File: src/rtl/tfs_pkg.sv
package tfs_pkg;

  typedef enum logic [2:0] {
    FS_NONE       = 3'd0,
    FS_LOW_PULSE  = 3'd1,
    FS_HIGH_PULSE = 3'd2,
    FS_LOW_LEVEL  = 3'd3,
    FS_HIGH_LEVEL = 3'd4,
    FS_TOGGLE     = 3'd5,
    FS_RSV6       = 3'd6,
    FS_RSV7       = 3'd7
  } fs_mode_e;

  typedef enum logic [1:0] {
    PH_IDLE = 2'd0,
    PH_SYNC = 2'd1,
    PH_DATA = 2'd2
  } phase_e;

  // pin is an output for the five defined waveform codes
  function automatic logic fs_drives(input fs_mode_e m);
    return (m == FS_LOW_PULSE) || (m == FS_HIGH_PULSE) || (m == FS_LOW_LEVEL) ||
           (m == FS_HIGH_LEVEL) || (m == FS_TOGGLE);
  endfunction

  function automatic logic fs_is_pulse(input fs_mode_e m);
    return (m == FS_LOW_PULSE) || (m == FS_HIGH_PULSE);
  endfunction

  // level shown while the sync (or level-mode transfer) is active
  function automatic logic fs_active_lvl(input fs_mode_e m, input logic cur);
    logic r;
    case (m)
      FS_HIGH_PULSE, FS_HIGH_LEVEL: r = 1'b1;
      FS_TOGGLE:                    r = ~cur;
      default:                      r = 1'b0;
    endcase
    return r;
  endfunction

  // level shown once the active part is over
  function automatic logic fs_rest_lvl(input fs_mode_e m, input logic cur);
    logic r;
    case (m)
      FS_LOW_PULSE, FS_LOW_LEVEL: r = 1'b1;
      FS_TOGGLE:                  r = cur;
      default:                    r = 1'b0;
    endcase
    return r;
  endfunction

endpackage

File: src/rtl/tfs_edge_flag.sv
module tfs_edge_flag #(
  parameter int SYNC_STAGES = 2
) (
  input  logic clk,
  input  logic rst_n,
  input  logic pin_i,
  input  logic edge_sel_i,
  input  logic clr_i,
  output logic hit_o,
  output logic flag_o
);

  localparam int CHAIN_W = SYNC_STAGES + 1;

  logic [CHAIN_W-1:0] chain_q, chain_d;
  logic               flag_q, flag_d;
  logic               synced, prev;

  assign synced = chain_q[SYNC_STAGES-1];
  assign prev   = chain_q[SYNC_STAGES];

  always_comb begin
    chain_d = {chain_q[CHAIN_W-2:0], pin_i};
    hit_o   = edge_sel_i ? (prev & ~synced) : (synced & ~prev);
    if (hit_o) begin
      flag_d = 1'b1;
    end else if (clr_i) begin
      flag_d = 1'b0;
    end else begin
      flag_d = flag_q;
    end
  end

  always_ff @(posedge clk or negedge rst_n) begin
    if (!rst_n) begin
      chain_q <= '0;
      flag_q  <= 1'b0;
    end else begin
      chain_q <= chain_d;
      flag_q  <= flag_d;
    end
  end

  assign flag_o = flag_q;

endmodule

File: src/rtl/tfs_bit_pick.sv
module tfs_bit_pick #(
  parameter int W     = 16,
  parameter int IDX_W = $clog2(W)
) (
  input  logic [W-1:0]     word_i,
  input  logic [IDX_W-1:0] idx_i,
  input  logic [IDX_W-1:0] last_i,
  input  logic             msb_first_i,
  output logic             bit_o
);

  // idx counts down from last to zero; the order picks which end leads
  logic [IDX_W-1:0] rev_idx;

  always_comb begin
    rev_idx = last_i - idx_i;
    bit_o   = msb_first_i ? word_i[idx_i] : word_i[rev_idx];
  end

endmodule

File: src/rtl/tfs_frame_ctl.sv
module tfs_frame_ctl
  import tfs_pkg::*;
#(
  parameter int SYNC_W   = 16,
  parameter int DATA_W   = 32,
  parameter int LEN_HI_W = 4,
  parameter int LEN_LO_W = 4,
  parameter int DCNT_W   = 4,
  parameter int SIDX_W   = $clog2(SYNC_W),
  parameter int DIDX_W   = $clog2(DATA_W)
) (
  input  logic                clk,
  input  logic                rst_n,
  input  logic                bit_en_i,
  input  logic                start_i,
  input  logic [2:0]          cfg_mode_i,
  input  logic [LEN_HI_W-1:0] cfg_len_hi_i,
  input  logic [LEN_LO_W-1:0] cfg_len_lo_i,
  input  logic                cfg_sden_i,
  input  logic                cfg_def_i,
  input  logic                cfg_msbf_i,
  input  logic [DIDX_W-1:0]   cfg_dlen_i,
  input  logic [DCNT_W-1:0]   cfg_dcnt_i,
  input  logic                cfg_esel_i,
  input  logic [SYNC_W-1:0]   sync_word_i,
  input  logic [DATA_W-1:0]   data_word_i,
  output logic                tx_bit_o,
  output logic                fs_o,
  output logic                word_take_o,
  output logic                busy_o,
  output fs_mode_e            mode_o,
  output logic                def_o,
  output logic                esel_o
);

  localparam int LEN_W = LEN_HI_W + LEN_LO_W;
  localparam logic [LEN_W-1:0]  LEN_CAP  = LEN_W'(SYNC_W - 1);
  localparam logic [SIDX_W-1:0] SIDX_MAX = SIDX_W'(SYNC_W - 1);

  phase_e              phase_q, phase_d;
  fs_mode_e            mode_q, mode_d, mode_new;
  logic                sden_q, sden_d;
  logic                def_q, def_d;
  logic                msbf_q, msbf_d;
  logic                esel_q, esel_d;
  logic [SIDX_W-1:0]   eff_q, eff_d, eff_new;
  logic [DIDX_W-1:0]   dlen_q, dlen_d;
  logic [SYNC_W-1:0]   sword_q, sword_d;
  logic [DATA_W-1:0]   dword_q, dword_d;
  logic [SIDX_W-1:0]   sidx_q, sidx_d;
  logic [DIDX_W-1:0]   didx_q, didx_d;
  logic [DCNT_W-1:0]   wcnt_q, wcnt_d;
  logic                fs_q, fs_d;
  logic                tx_q, tx_d;
  logic                take_q, take_d;
  logic                load_word;
  logic [LEN_W-1:0]    len_full;
  logic                sync_bit, data_bit;

  assign mode_new = fs_mode_e'(cfg_mode_i);
  assign len_full = {cfg_len_hi_i, cfg_len_lo_i};
  assign eff_new  = (len_full > LEN_CAP) ? SIDX_MAX : len_full[SIDX_W-1:0];

  // next-state logic, evaluated for the next bit-enable edge
  always_comb begin
    phase_d   = phase_q;
    mode_d    = mode_q;
    sden_d    = sden_q;
    def_d     = def_q;
    msbf_d    = msbf_q;
    esel_d    = esel_q;
    eff_d     = eff_q;
    dlen_d    = dlen_q;
    sword_d   = sword_q;
    dword_d   = dword_q;
    sidx_d    = sidx_q;
    didx_d    = didx_q;
    wcnt_d    = wcnt_q;
    fs_d      = fs_q;
    take_d    = 1'b0;
    load_word = 1'b0;

    unique case (phase_q)
      PH_IDLE: begin
        if (start_i) begin
          mode_d  = mode_new;
          sden_d  = cfg_sden_i;
          def_d   = cfg_def_i;
          msbf_d  = cfg_msbf_i;
          esel_d  = cfg_esel_i;
          eff_d   = eff_new;
          dlen_d  = cfg_dlen_i;
          sword_d = sync_word_i;
          wcnt_d  = cfg_dcnt_i;
          fs_d    = fs_active_lvl(mode_new, fs_q);
          if (fs_is_pulse(mode_new)) begin
            phase_d = PH_SYNC;
            sidx_d  = eff_new;
          end else begin
            phase_d   = PH_DATA;
            load_word = 1'b1;
          end
        end
      end
      PH_SYNC: begin
        if (sidx_q == '0) begin
          phase_d   = PH_DATA;
          load_word = 1'b1;
          fs_d      = fs_rest_lvl(mode_q, fs_q);
        end else begin
          sidx_d = sidx_q - 1'b1;
        end
      end
      PH_DATA: begin
        if (didx_q == '0) begin
          if (wcnt_q == '0) begin
            phase_d = PH_IDLE;
            fs_d    = fs_rest_lvl(mode_q, fs_q);
          end else begin
            wcnt_d    = wcnt_q - 1'b1;
            load_word = 1'b1;
          end
        end else begin
          didx_d = didx_q - 1'b1;
        end
      end
      default: phase_d = PH_IDLE;
    endcase

    if (load_word) begin
      dword_d = data_word_i;
      didx_d  = dlen_d;
      take_d  = 1'b1;
    end
  end

  tfs_bit_pick #(.W(SYNC_W), .IDX_W(SIDX_W)) u_sync_pick (
    .word_i      (sword_d),
    .idx_i       (sidx_d),
    .last_i      (eff_d),
    .msb_first_i (msbf_d),
    .bit_o       (sync_bit)
  );

  tfs_bit_pick #(.W(DATA_W), .IDX_W(DIDX_W)) u_data_pick (
    .word_i      (dword_d),
    .idx_i       (didx_d),
    .last_i      (dlen_d),
    .msb_first_i (msbf_d),
    .bit_o       (data_bit)
  );

  always_comb begin
    unique case (phase_d)
      PH_SYNC: tx_d = sden_d ? sync_bit : def_d;
      PH_DATA: tx_d = data_bit;
      default: tx_d = def_d;
    endcase
  end

  always_ff @(posedge clk or negedge rst_n) begin
    if (!rst_n) begin
      phase_q <= PH_IDLE;
      mode_q  <= FS_NONE;
      sden_q  <= 1'b0;
      def_q   <= 1'b0;
      msbf_q  <= 1'b0;
      esel_q  <= 1'b0;
      eff_q   <= '0;
      dlen_q  <= '0;
      sword_q <= '0;
      dword_q <= '0;
      sidx_q  <= '0;
      didx_q  <= '0;
      wcnt_q  <= '0;
      fs_q    <= 1'b0;
      tx_q    <= 1'b0;
      take_q  <= 1'b0;
    end else begin
      take_q <= bit_en_i & take_d;
      if (bit_en_i) begin
        phase_q <= phase_d;
        mode_q  <= mode_d;
        sden_q  <= sden_d;
        def_q   <= def_d;
        msbf_q  <= msbf_d;
        esel_q  <= esel_d;
        eff_q   <= eff_d;
        dlen_q  <= dlen_d;
        sword_q <= sword_d;
        dword_q <= dword_d;
        sidx_q  <= sidx_d;
        didx_q  <= didx_d;
        wcnt_q  <= wcnt_d;
        fs_q    <= fs_d;
        tx_q    <= tx_d;
      end
    end
  end

  assign tx_bit_o    = tx_q;
  assign fs_o        = fs_q;
  assign word_take_o = take_q;
  assign busy_o      = (phase_q != PH_IDLE);
  assign mode_o      = mode_q;
  assign def_o       = def_q;
  assign esel_o      = esel_q;

endmodule

File: src/rtl/tx_fsync_gen.sv
module tx_fsync_gen
  import tfs_pkg::*;
#(
  parameter int SYNC_W      = 16,
  parameter int DATA_W      = 32,
  parameter int LEN_HI_W    = 4,
  parameter int LEN_LO_W    = 4,
  parameter int DCNT_W      = 4,
  parameter int SYNC_STAGES = 2,
  localparam int DIDX_W     = $clog2(DATA_W)
) (
  input  logic                clk,
  input  logic                rst_n,
  input  logic                bit_en_i,
  input  logic                start_i,
  input  logic [2:0]          cfg_mode_i,
  input  logic [LEN_HI_W-1:0] cfg_len_hi_i,
  input  logic [LEN_LO_W-1:0] cfg_len_lo_i,
  input  logic                cfg_sden_i,
  input  logic                cfg_def_i,
  input  logic                cfg_msbf_i,
  input  logic [DIDX_W-1:0]   cfg_dlen_i,
  input  logic [DCNT_W-1:0]   cfg_dcnt_i,
  input  logic                cfg_esel_i,
  input  logic [SYNC_W-1:0]   sync_word_i,
  input  logic [DATA_W-1:0]   data_word_i,
  input  logic                fs_pin_i,
  input  logic                stat_clr_i,
  output logic                tx_bit_o,
  output logic                fs_o,
  output logic                fs_oe_o,
  output logic                word_take_o,
  output logic                sync_flag_o
);

  fs_mode_e mode_q;
  logic     def_q;
  logic     esel_q;
  logic     busy;
  logic     edge_hit;

  tfs_frame_ctl #(
    .SYNC_W   (SYNC_W),
    .DATA_W   (DATA_W),
    .LEN_HI_W (LEN_HI_W),
    .LEN_LO_W (LEN_LO_W),
    .DCNT_W   (DCNT_W)
  ) u_ctl (
    .clk          (clk),
    .rst_n        (rst_n),
    .bit_en_i     (bit_en_i),
    .start_i      (start_i),
    .cfg_mode_i   (cfg_mode_i),
    .cfg_len_hi_i (cfg_len_hi_i),
    .cfg_len_lo_i (cfg_len_lo_i),
    .cfg_sden_i   (cfg_sden_i),
    .cfg_def_i    (cfg_def_i),
    .cfg_msbf_i   (cfg_msbf_i),
    .cfg_dlen_i   (cfg_dlen_i),
    .cfg_dcnt_i   (cfg_dcnt_i),
    .cfg_esel_i   (cfg_esel_i),
    .sync_word_i  (sync_word_i),
    .data_word_i  (data_word_i),
    .tx_bit_o     (tx_bit_o),
    .fs_o         (fs_o),
    .word_take_o  (word_take_o),
    .busy_o       (busy),
    .mode_o       (mode_q),
    .def_o        (def_q),
    .esel_o       (esel_q)
  );

  tfs_edge_flag #(.SYNC_STAGES(SYNC_STAGES)) u_edge (
    .clk        (clk),
    .rst_n      (rst_n),
    .pin_i      (fs_pin_i),
    .edge_sel_i (esel_q),
    .clr_i      (stat_clr_i),
    .hit_o      (edge_hit),
    .flag_o     (sync_flag_o)
  );

  assign fs_oe_o = fs_drives(mode_q);

endmodule

File: config.mk
export PLATFORM = sky130hd
export DESIGN_NAME = tx_fsync_gen
export DESIGN_NICKNAME = d
export VERILOG_FILES = /design/src/rtl/tfs_pkg.sv /design/src/rtl/tfs_edge_flag.sv /design/src/rtl/tfs_bit_pick.sv /design/src/rtl/tfs_frame_ctl.sv /design/src/rtl/tx_fsync_gen.sv
export SDC_FILE = /design/constraint.sdc
export NUM_CORES = 1
export LEC_CHECK = 0
export BUFFER_PORTS_ARGS = -buffer_cell sky130_fd_sc_hd__buf_2
export CORE_UTILIZATION = 50
export CTS_CLUSTER_SIZE = 40
export DETAILED_ROUTE_END_ITERATION = 8
export GPL_TIMING_DRIVEN = 0
export PLACE_DENSITY = 0.71
export SLEW_MARGIN = 15
export SYNTH_ARGS = -nofsm -noshare
export SYNTH_HDL_FRONTEND = slang
export SYNTH_HIERARCHICAL = 1
export SYNTH_SLANG_ARGS = --single-unit
export TNS_END_PERCENT = 20
File: constraint.sdc
create_clock -name clk -period 11.9 [get_ports clk]
set_clock_uncertainty 0.2 [all_clocks]
set_input_delay 1.19 -clock clk [delete_from_list [all_inputs] [get_ports clk]]
set_output_delay 1.19 -clock clk [all_outputs]
set_load 0.005 [all_outputs]
Word-level counts from Yosys, hierarchy flattened. Index checks and enable logic that the tools add are counted.

Bits in registers: 86. Bits in latches: 0. RAM bits: 0. ROM bits: 0. Bits of input ports: 78. Output and inout bits: 5. Logic and storage cells: 129. Memories kept: 0.

Add/sub/neg operators: 5. $mul: 0. Div/mod/pow operators: 0. $lt $le $gt $ge: 5. Equal/unequal tests: 18. Shift-type cells: 0. Multiplexer cells: 60. Bitwise logic cells: 6. Reductions and logical operators: 17.

Operators with widths (number): two-way mux 4 bit (9); two-way mux 16 bit (2); two-way mux 32 bit (1); two-way mux 1 bit (26); two-way mux 5 bit (5); one-hot mux 4 bit (2 select lines) (2); equality test 3 bit (second input constant) (4); < comparator 5 x 6 -> 1 bit (second input constant) (2); binary-select mux 1 bit (select 5 bit) (2); < comparator 4 x 5 -> 1 bit (second input constant) (2); two-way mux 2 bit (5); equality test 3 x 2 -> 1 bit (second input constant) (3); binary-select mux 1 bit (select 4 bit) (2); greater-than comparator 8 x 4 -> 1 bit (second input constant) (1); zero test 4 bit (2); subtractor 4 x 1 -> 4 bit (second input constant) (2); equality test 3 x 1 -> 1 bit (second input constant) (2); != test 2 x 1 -> 1 bit (second input constant) (3); one-hot mux 1 bit (2 select lines) (3); one-hot mux 1 bit (3 select lines) (2); one-hot mux 2 bit (3 select lines) (1); AND reduction 6 bit (1); zero test 5 bit (1); logical OR 1 bit (5); 14 further kinds (23).

Depth between registers and ports, before layout. Gate-level depths: netlist of run 1.

Depth after elaboration: 11. Depth in mapped cells: 20. Gate-level depth less buffers: 18.

Hierarchy. The synthesis of run 1 kept the hierarchy.

By module, submodules not included: tfs_frame_ctl (instances 1, cells an instance 445, area an instance 4710.8 um^2, seq. area each 2052.0 um^2); tfs_bit_pick at u_ctl.u_data_pick (instances 1, cells an instance 61, area an instance 713.2 um^2, seq. area each 0.0 um^2); tfs_bit_pick at u_ctl.u_sync_pick (instances 1, cells an instance 37, area an instance 404.1 um^2, seq. area each 0.0 um^2); tfs_edge_flag (instances 1, cells an instance 9, area an instance 145.1 um^2, seq. area each 100.1 um^2); tx_fsync_gen (instances 1, cells an instance 2, area an instance 10.0 um^2, seq. area each 0.0 um^2).

Worst setup path before layout of run 1. Ideal clock, no wire load.

Path kind: input-to-reg. From: input cfg_mode_i[1]. To: register u_ctl.tx_q (netlist: u_ctl/tx_bit_o). Setup time: 125 ps. Arrival: 4740 ps. Required time: 11575 ps. Setup slack: 6836 ps. Stages: 16. Buffers on the path: 1. Path through: xor2_1 > a21o_1 > a31oi_4 > buf_6 > o21ai_0 > ha_1 > fa_1 > xor2_1 > mux4_1 > mux2_2 > mux2_2 > mux2i_1 > mux2i_1 > a21oi_1 > a32oi_1 > mux2_2.

Word-level cells in the longest chain between the ends: 11. Elaborated cells on any way between the ends: 30. Classes of those cells: 2 x add/sub; 4 x eq/ne; 23 x mux; 1 x reduce/logical.

RTL lines: from (decl) (line tx_fsync_gen.sv:16) `input logic [2:0] cfg_mode_i,`; equality test 3 x 1 -> 1 bit / equality test 3 x 2 -> 1 bit (equally long branches) (line tfs_pkg.sv:27) `return (m == FS_LOW_PULSE) || (m == FS_HIGH_PULSE);`; logical OR 1 bit * (line tfs_pkg.sv:27); two-way mux 1 bit * (line tfs_frame_ctl.sv:96) `if (fs_is_pulse(mode_new)) begin`; two-way mux 1 bit * (line tfs_frame_ctl.sv:85) `if (start_i) begin`; one-hot mux 1 bit (3 select lines) * (line tfs_frame_ctl.sv:83) `unique case (phase_q)`; two-way mux 5 bit * (line tfs_frame_ctl.sv:130) `if (load_word) begin`; net u_ctl.didx_d[0] (line tfs_frame_ctl.sv:51) `logic [DIDX_W-1:0] didx_q, didx_d;`; subtractor 5 bit (line tfs_bit_pick.sv:16) `rev_idx = last_i - idx_i;`; binary-select mux 1 bit (select 5 bit) (line tfs_bit_pick.sv:17) `bit_o = msb_first_i ? word_i[idx_i] : word_i[rev_idx];`; two-way mux 1 bit (not written as such) (line tfs_bit_pick.sv:17); two-way mux 1 bit * (line tfs_bit_pick.sv:17); net u_ctl.data_bit (line tfs_frame_ctl.sv:58) `logic sync_bit, data_bit;`; one-hot mux 1 bit (2 select lines) * (line tfs_frame_ctl.sv:154) `unique case (phase_d)`; to (signal assigned) (line tfs_frame_ctl.sv:196) `tx_q <= tx_d;`; to (decl) (line tfs_frame_ctl.sv:54) `logic tx_q, tx_d;`.

The timed path passes the listed nets; every way through them passes the cells marked *. The select of a mux whose other input is x is not followed. A chain may end at the register's enable or synchronous reset.

Worst setup path after layout of run 1.
From: input start_i. To: register u_ctl.tx_q (netlist: u_ctl/tx_bit_o).

Word-level cells in the longest chain between the ends: 8. Elaborated cells on any way between the ends: 36. Classes of those cells: 2 x add/sub; 2 x eq/ne; 32 x mux.

RTL lines: from (decl) (line tx_fsync_gen.sv:15) `input logic start_i,`; two-way mux 1 bit / two-way mux 5 bit (equally long branches) (line tfs_frame_ctl.sv:85); one-hot mux 1 bit (3 select lines) / two-way mux 5 bit (equally long branches) (line tfs_frame_ctl.sv:83); two-way mux 5 bit * (line tfs_frame_ctl.sv:130); net u_ctl.didx_d[0] (line tfs_frame_ctl.sv:51); subtractor 5 bit (line tfs_bit_pick.sv:16); binary-select mux 1 bit (select 5 bit) (line tfs_bit_pick.sv:17); two-way mux 1 bit (not written as such) (line tfs_bit_pick.sv:17); two-way mux 1 bit * (line tfs_bit_pick.sv:17); net u_ctl.data_bit (line tfs_frame_ctl.sv:58); one-hot mux 1 bit (2 select lines) * (line tfs_frame_ctl.sv:154).

Marks and branches as above.

==> results.json, run 1 <==
{
  "cts-resized-gates": 0,
  "ios": 83,
  "cts_sinks": 86,
  "areaGrowthSynthToFinish_pct": 15.61,
  "wl_per_cell_um": 16.72,
  "cts_root_buf": "clkbuf_16",
  "numCtsBuffers": 9,
  "failed_checks": "DRC",
  "slowest_stage": "xor2_1",
  "fin_crit_ns": 5.619,
  "setup_viol": 0,
  "whs_path_depth": 0,
  "ant_nets": 0,
  "reg2reg_depth": 18,
  "nFillCells": 955,
  "post-route-period-util": 0.4722,
  "arrival_ns": 5.65,
  "cp_max_fo": 10,
  "row_count": 39,
  "grt_pass1_wl_um": 22530,
  "r2r_start": "u_ctl/phase_q[1]$_DFFE_PN0P_",
  "critPathTopFamily": "multiplexers",
  "grt_usage": 0.2302,
  "cts-hold-fix-buffers": 0,
  "clk_latency_ns": 0.34,
  "crit_type": "primary input to flip-flop",
  "timing.rr.end": "u_ctl/tx_bit_o$_DFFE_PN0P_",
  "nets": 744,
  "viasPerCell": 5.713,
  "p_leak_nw": 3.166,
  "crit_top_cell": "mux2_2",
  "worstMarginPinSlew_ns": 0.7361,
  "slowest_delay_ns": 0.62,
  "crit_buf_inv": 2,
  "finalMaxSlewViolations": 0,
  "core_area_um2": 11520,
  "die_x_um": 111.3,
  "postCtsSetupRepairBufs": 0,
  "fin_tns_setup_ns": 0,
  "hp-class": "flip-flop to flip-flop",
  "power.density_nw_per_um2": 348.4,
  "end_kind": "flip-flop",
  "die_h_um": 111.3,
  "drc": 8,
  "die_area_um2": 12400,
  "r2r_setup_slack_ns": 6.39,
  "cp-start-kind": "primary input",
  "grt_start_max_net_pins": 47,
  "yosysWarningCount": 6,
  "syn_area_um2": 5978,
  "grt_setup_unrepaired": "no",
  "max_freq_mhz": 178.0,
  "dr.pass1.iters": 6,
  "power.total_mw": 2.408,
  "antenna_found_initial": 0,
  "vdd_drop_max_uv": 193.8,
  "synth_nets": 650,
  "io_buffers": 82,
  "grt_overflow": 0,
  "n_antenna_cell": 0,
  "avgSynthCellArea_um2": 10.81,
  "gp_congestion": 0.8490,
  "whs_endpoint": "u_edge/chain_q[1]$_DFF_PN0_",
  "pre_cts_slack_ns": 6.019,
  "place_inst": 779,
  "dp_hpwl_um": 10160,
  "relSlewSlack": 0.5076,
  "vias": 4542,
  "stdcell_count": 795,
  "grt_pass1_vias": 4666,
  "required_ns": 11.93,
  "path_cells": "buf_2 > nand2_1 > a21o_1 > a31oi_4 > buf_6 > o21ai_0 > ha_1 > fa_1 > xor2_1 > mux4_1 > mux2_2 > mux2_2 > mux2i_1 > mux2i_1 > a21oi_1 > a32oi_1 > mux2_2",
  "finalHoldViolCount": 0,
  "clock_path_buffers": 2,
  "htree_levels": 3,
  "cts_tree": "yes",
  "cap_viol_max_count": 0,
  "drive_gt1_frac": 0.3696,
  "drt_iter0_drc": 261,
  "clk_pin_slew_ns": 0.06,
  "initial_core_util": 0.5191,
  "fin_ws_ns": 6.281,
  "drt-total-wl_um": 13290,
  "syn_inst": 553,
  "status": "finished, violations left",
  "hold_start": "u_edge/chain_q[0]$_DFF_PN0_"
}
power by group:
group	switching, mW	internal (mW)
Combinational	0.736	0.847
Clock	0.116	0.183
Sequential	0.0920	0.434
Total	0.944	1.46
state kept, by name, summed over array words and instances, names as in the netlist:
signal / count
u_ctl/esel_o: 1
u_ctl/phase_q: 2
u_ctl/mode_o: 3
u_ctl/wcnt_q: 4
u_ctl/def_o: 1
u_ctl/fs_o: 1
u_ctl/sword_q: 16
u_ctl/dlen_q: 5
u_ctl/didx_q: 5
u_ctl/dword_q: 32
u_ctl/tx_bit_o: 1
u_ctl/msbf_q: 1
u_edge/chain_q: 3
u_edge/flag_o: 1
u_ctl/eff_q: 4
u_ctl/sidx_q: 4
u_ctl/sden_q: 1
u_ctl/word_take_o: 1
worst max path at each step:
stage	startpoint	to	depth (start not counted)
final	start_i	u_ctl/tx_bit_o$_DFFE_PN0P_	17
after global routing	start_i	u_ctl/tx_bit_o$_DFFE_PN0P_	17
after CTS	start_i	u_ctl/tx_bit_o$_DFFE_PN0P_	17
after detailed placement	start_i	u_ctl/tx_bit_o$_DFFE_PN0P_	17
after global placement	start_i	u_ctl/tx_bit_o$_DFFE_PN0P_	17
after floorplan	cfg_mode_i[1]	u_ctl/tx_bit_o$_DFFE_PN0P_	16
per-stage QoR:
stage / area [µm²] / hold slack, ns / util
after floorplan: 5978 / 0.1312 / -
after global placement: 6568 / 0.1359 / 0.5703
after detailed placement: 6598 / 0.1371 / 0.5729
after CTS: 6912 / 0.1511 / 0.6002
after global routing: 6912 / 0.1531 / 0.6002
final: 6912 / 0.1494 / 0.6002
layer usage:
metal,routed length (µm),vias up,global-route usage
li1,-,2194,-
met5,0,-,0
met2,6324,86,0.3800
met4,208,0,0.06757
met1,6222,2248,0.3062
met3,534,14,0.04954
final cells by class:
type                       count  area, µm²  share of cell area
timing repair buffer          83      440.4             0.06372
tap                          143      178.9             0.02589
multi-input combinational    418       3591              0.5196
buffer                        24      141.4             0.02046
inverter                      25      93.84             0.01358
clock buffer                   9      225.2             0.03259
clock inverter                 7      88.84             0.01285
sequential                    86       2152              0.3114
placed cells by master, fill, tap and decap left out, types with 3 or more instances in the layout:
cell type	n
nor2_1	15
mux4_2	11
clkbuf_16	9
a21o_1	7
clkinv_2	4
inv_1	24
nand2b_1	10
mux2i_1	8
nor3_1	6
o21ai_0	25
xor2_1	4
mux4_1	12
o22ai_1	3
buf_1	3
nand2_1	105
nand3b_1	5
xnor2_1	5
buf_2	86
buf_6	4
dfrtp_1	86
ha_1	17
or3_1	4
a22o_1	4
nand3_1	9
mux2_2	105
buf_4	5
a21oi_1	13
clkbuf_1	8
nor2b_1	3
Note: power is estimated with default switching activity, not from simulation.
==> inputs of run 2 (changes only) <==
ABC_AREA = 1   (was default)
PLACE_DENSITY = 0.7   (was 0.71)
clock period = 5.4 ns   (was 11.9 ns; I/O delays follow)
==> run 2 against run 1 <==
  * Utilization fell by 1.4 points
  * Synthesized cell count increased by 76%
  * Critical path type is now flip-flop to flip-flop
  * Sequential share of layout area shrank 2.0 points
  * Highest routed layer unchanged
  * Count of clock-buffer cells in the layout is 1 higher
  * The run now ends clean
==> results.json, run 2 <==
{
  "drt-total-wl_um": 16610,
  "largest_reg_flops": 32,
  "max_freq_mhz": 233.2,
  "busiest_layer": "met2",
  "areaGrowthSynthToFinish_pct": 14.36,
  "finalHoldViolCount": 0,
  "required_ns": 5.44,
  "initial_core_util": 0.5124,
  "core_area_um2": 12620,
  "relSlewSlack": 0.5329,
  "status": "complete, no violations",
  "clock_path_buffers": 2,
  "mostFrequentLayoutCell": "nand2_1",
  "finalMaxSlewViolations": 0,
  "htree_levels": 3,
  "ios": 83,
  "io_buffers": 81,
  "die_h_um": 115.7,
  "drt_iter0_drc": 394,
  "grt_pass1_vias": 6039,
  "hold_start": "fs_pin_i",
  "cp_max_fo": 10,
  "nets": 1166,
  "clk_latency_ns": 0.35,
  "cts-resized-gates": 0,
  "cts_sinks": 86,
  "fin_crit_ns": 4.287,
  "top_regs": "u_ctl/dword_q x32, u_ctl/sword_q x16",
  "gp_congestion": 0.9454,
  "n_antenna_cell": 0,
  "grt_util_met2": 0.4643,
  "arrival_ns": 4.33,
  "grt_overflow": 0,
  "die_area_um2": 13390,
  "antenna_found_initial": 0,
  "row_count": 41,
  "grt_start_max_net_pins": 58,
  "worstMarginPinSlew_ns": 0.6934,
  "met3_usage": 0.03713,
  "cts_tree": "yes",
  "grt_usage": 0.2699,
  "post-route-period-util": 0.7940,
  "clk_pin_slew_ns": 0.06,
  "vias": 6314,
  "setup_viol": 0,
  "multiInputGateArea_um2": 3403,
  "cts-hold-fix-buffers": 1,
  "crit_type": "flip-flop to flip-flop",
  "nFillCells": 1325,
  "drive_gt1_frac": 0.1685,
  "r2r_start": "u_ctl/phase_q[1]$_DFFE_PN0P_",
  "cap_viol_max_count": 0,
  "avgSynthCellArea_um2": 6.632,
  "cp-start-kind": "flip-flop",
  "fin_ws_ns": 1.113,
  "grt_pass1_wl_um": 28350,
  "wl_per_cell_um": 13.33,
  "dp_hpwl_um": 12550,
  "cts_root_buf": "clkbuf_16",
  "yosysWarningCount": 6,
  "hp-class": "primary input to flip-flop",
  "numCtsBuffers": 9,
  "syn_inst": 975,
  "largest_register": "u_ctl/dword_q",
  "ant_nets": 0,
  "met1_usage": 0.3468,
  "fin_tns_setup_ns": 0,
  "syn_area_um2": 6466,
  "mostFrequentLayoutCells": "347 x nand2_1, 150 x inv_1, 117 x nand3_1",
  "worstSetupStartpoint": "u_ctl/phase_q[1]$_DFFE_PN0P_",
  "final_util": 0.5860,
  "die_x_um": 115.7,
  "grt_setup_unrepaired": "no",
  "synth_nets": 1072,
  "viasPerCell": 5.067,
  "end_kind": "flip-flop",
  "postCtsSetupRepairBufs": 0,
  "drc": 0,
  "pre_cts_slack_ns": 1.196,
  "ff_latch_area_um2": 2152,
  "dr.pass1.iters": 8
}
-- run 2: path summary, 6_finish.rpt --
path / endpoint / slack (ns) / cells past startpoint
setup reg to reg: u_ctl/tx_bit_o$_DFFE_PN0P_ / 1.11 / 22
hold reg to reg: u_edge/chain_q[1]$_DFF_PN0_ / 0.15 / 0
hold / removal: u_edge/chain_q[0]$_DFF_PN0_ / 0.09 / 1
setup / recovery: u_ctl/tx_bit_o$_DFFE_PN0P_ / 1.11 / 22
min in group asynchronous: u_ctl/dword_q[11]$_DFFE_PN0P_ / 0.46 / 2
max in group asynchronous: u_ctl/sidx_q[3]$_DFFE_PN0P_ / 3.91 / 3
-- run 2: layer usage --
layer,routed length [µm],vias up
met5,0,-
met4,282,0
met3,792,23
met2,7943,168
met1,7593,2879
li1,-,3244
-- run 2: area by class of cell --
| cell class | count | share of cell area |
|---|---|---|
| clock inverters | 6 | 0.005245 |
| inverters | 158 | 0.08257 |
| repair buffers | 83 | 0.06024 |
| flip-flops and latches | 86 | 0.2910 |
| well taps | 172 | 0.02910 |
| clock buffers | 10 | 0.03096 |
| multi-input cells | 690 | 0.4602 |
| plain buffers | 41 | 0.04061 |
-- run 2: per-stage QoR --
step           hold WS, ns  instance area (µm²)  instances
3_3_place_gp        0.1323                 7087       1228
5_1_grt            0.08901                 7395       1246
2_1_floorplan      0.04441                 6466        975
4_1_cts            0.08737                 7395       1246
6_report           0.09295                 7395       1246
3_5_place_dp        0.1356                 7117       1229
-- run 2: critical path, stage by stage, from the launching register on --
cell,delay [ns]
dfrtp_1,0.43
inv_1,0.13
ha_1,0.26
nand2_1,0.16
buf_2,0.24
o21ai_0,0.33
nand3_1,0.14
and2_1,0.20
ha_1,0.22
fa_1,0.42
buf_2,0.20
inv_1,0.24
nand3_1,0.13
nand3_1,0.11
nand3_1,0.10
nand3_1,0.10
nand2_1,0.07
nand2_1,0.06
nand2_1,0.07
a21oi_1,0.14
nand2_1,0.07
nand2_1,0.08
nand2_1,0.06
Power of run 2 is left out: the tool's default activity adds up to more than one toggle a clock period on the data nets, which glitch-free logic cannot reach.
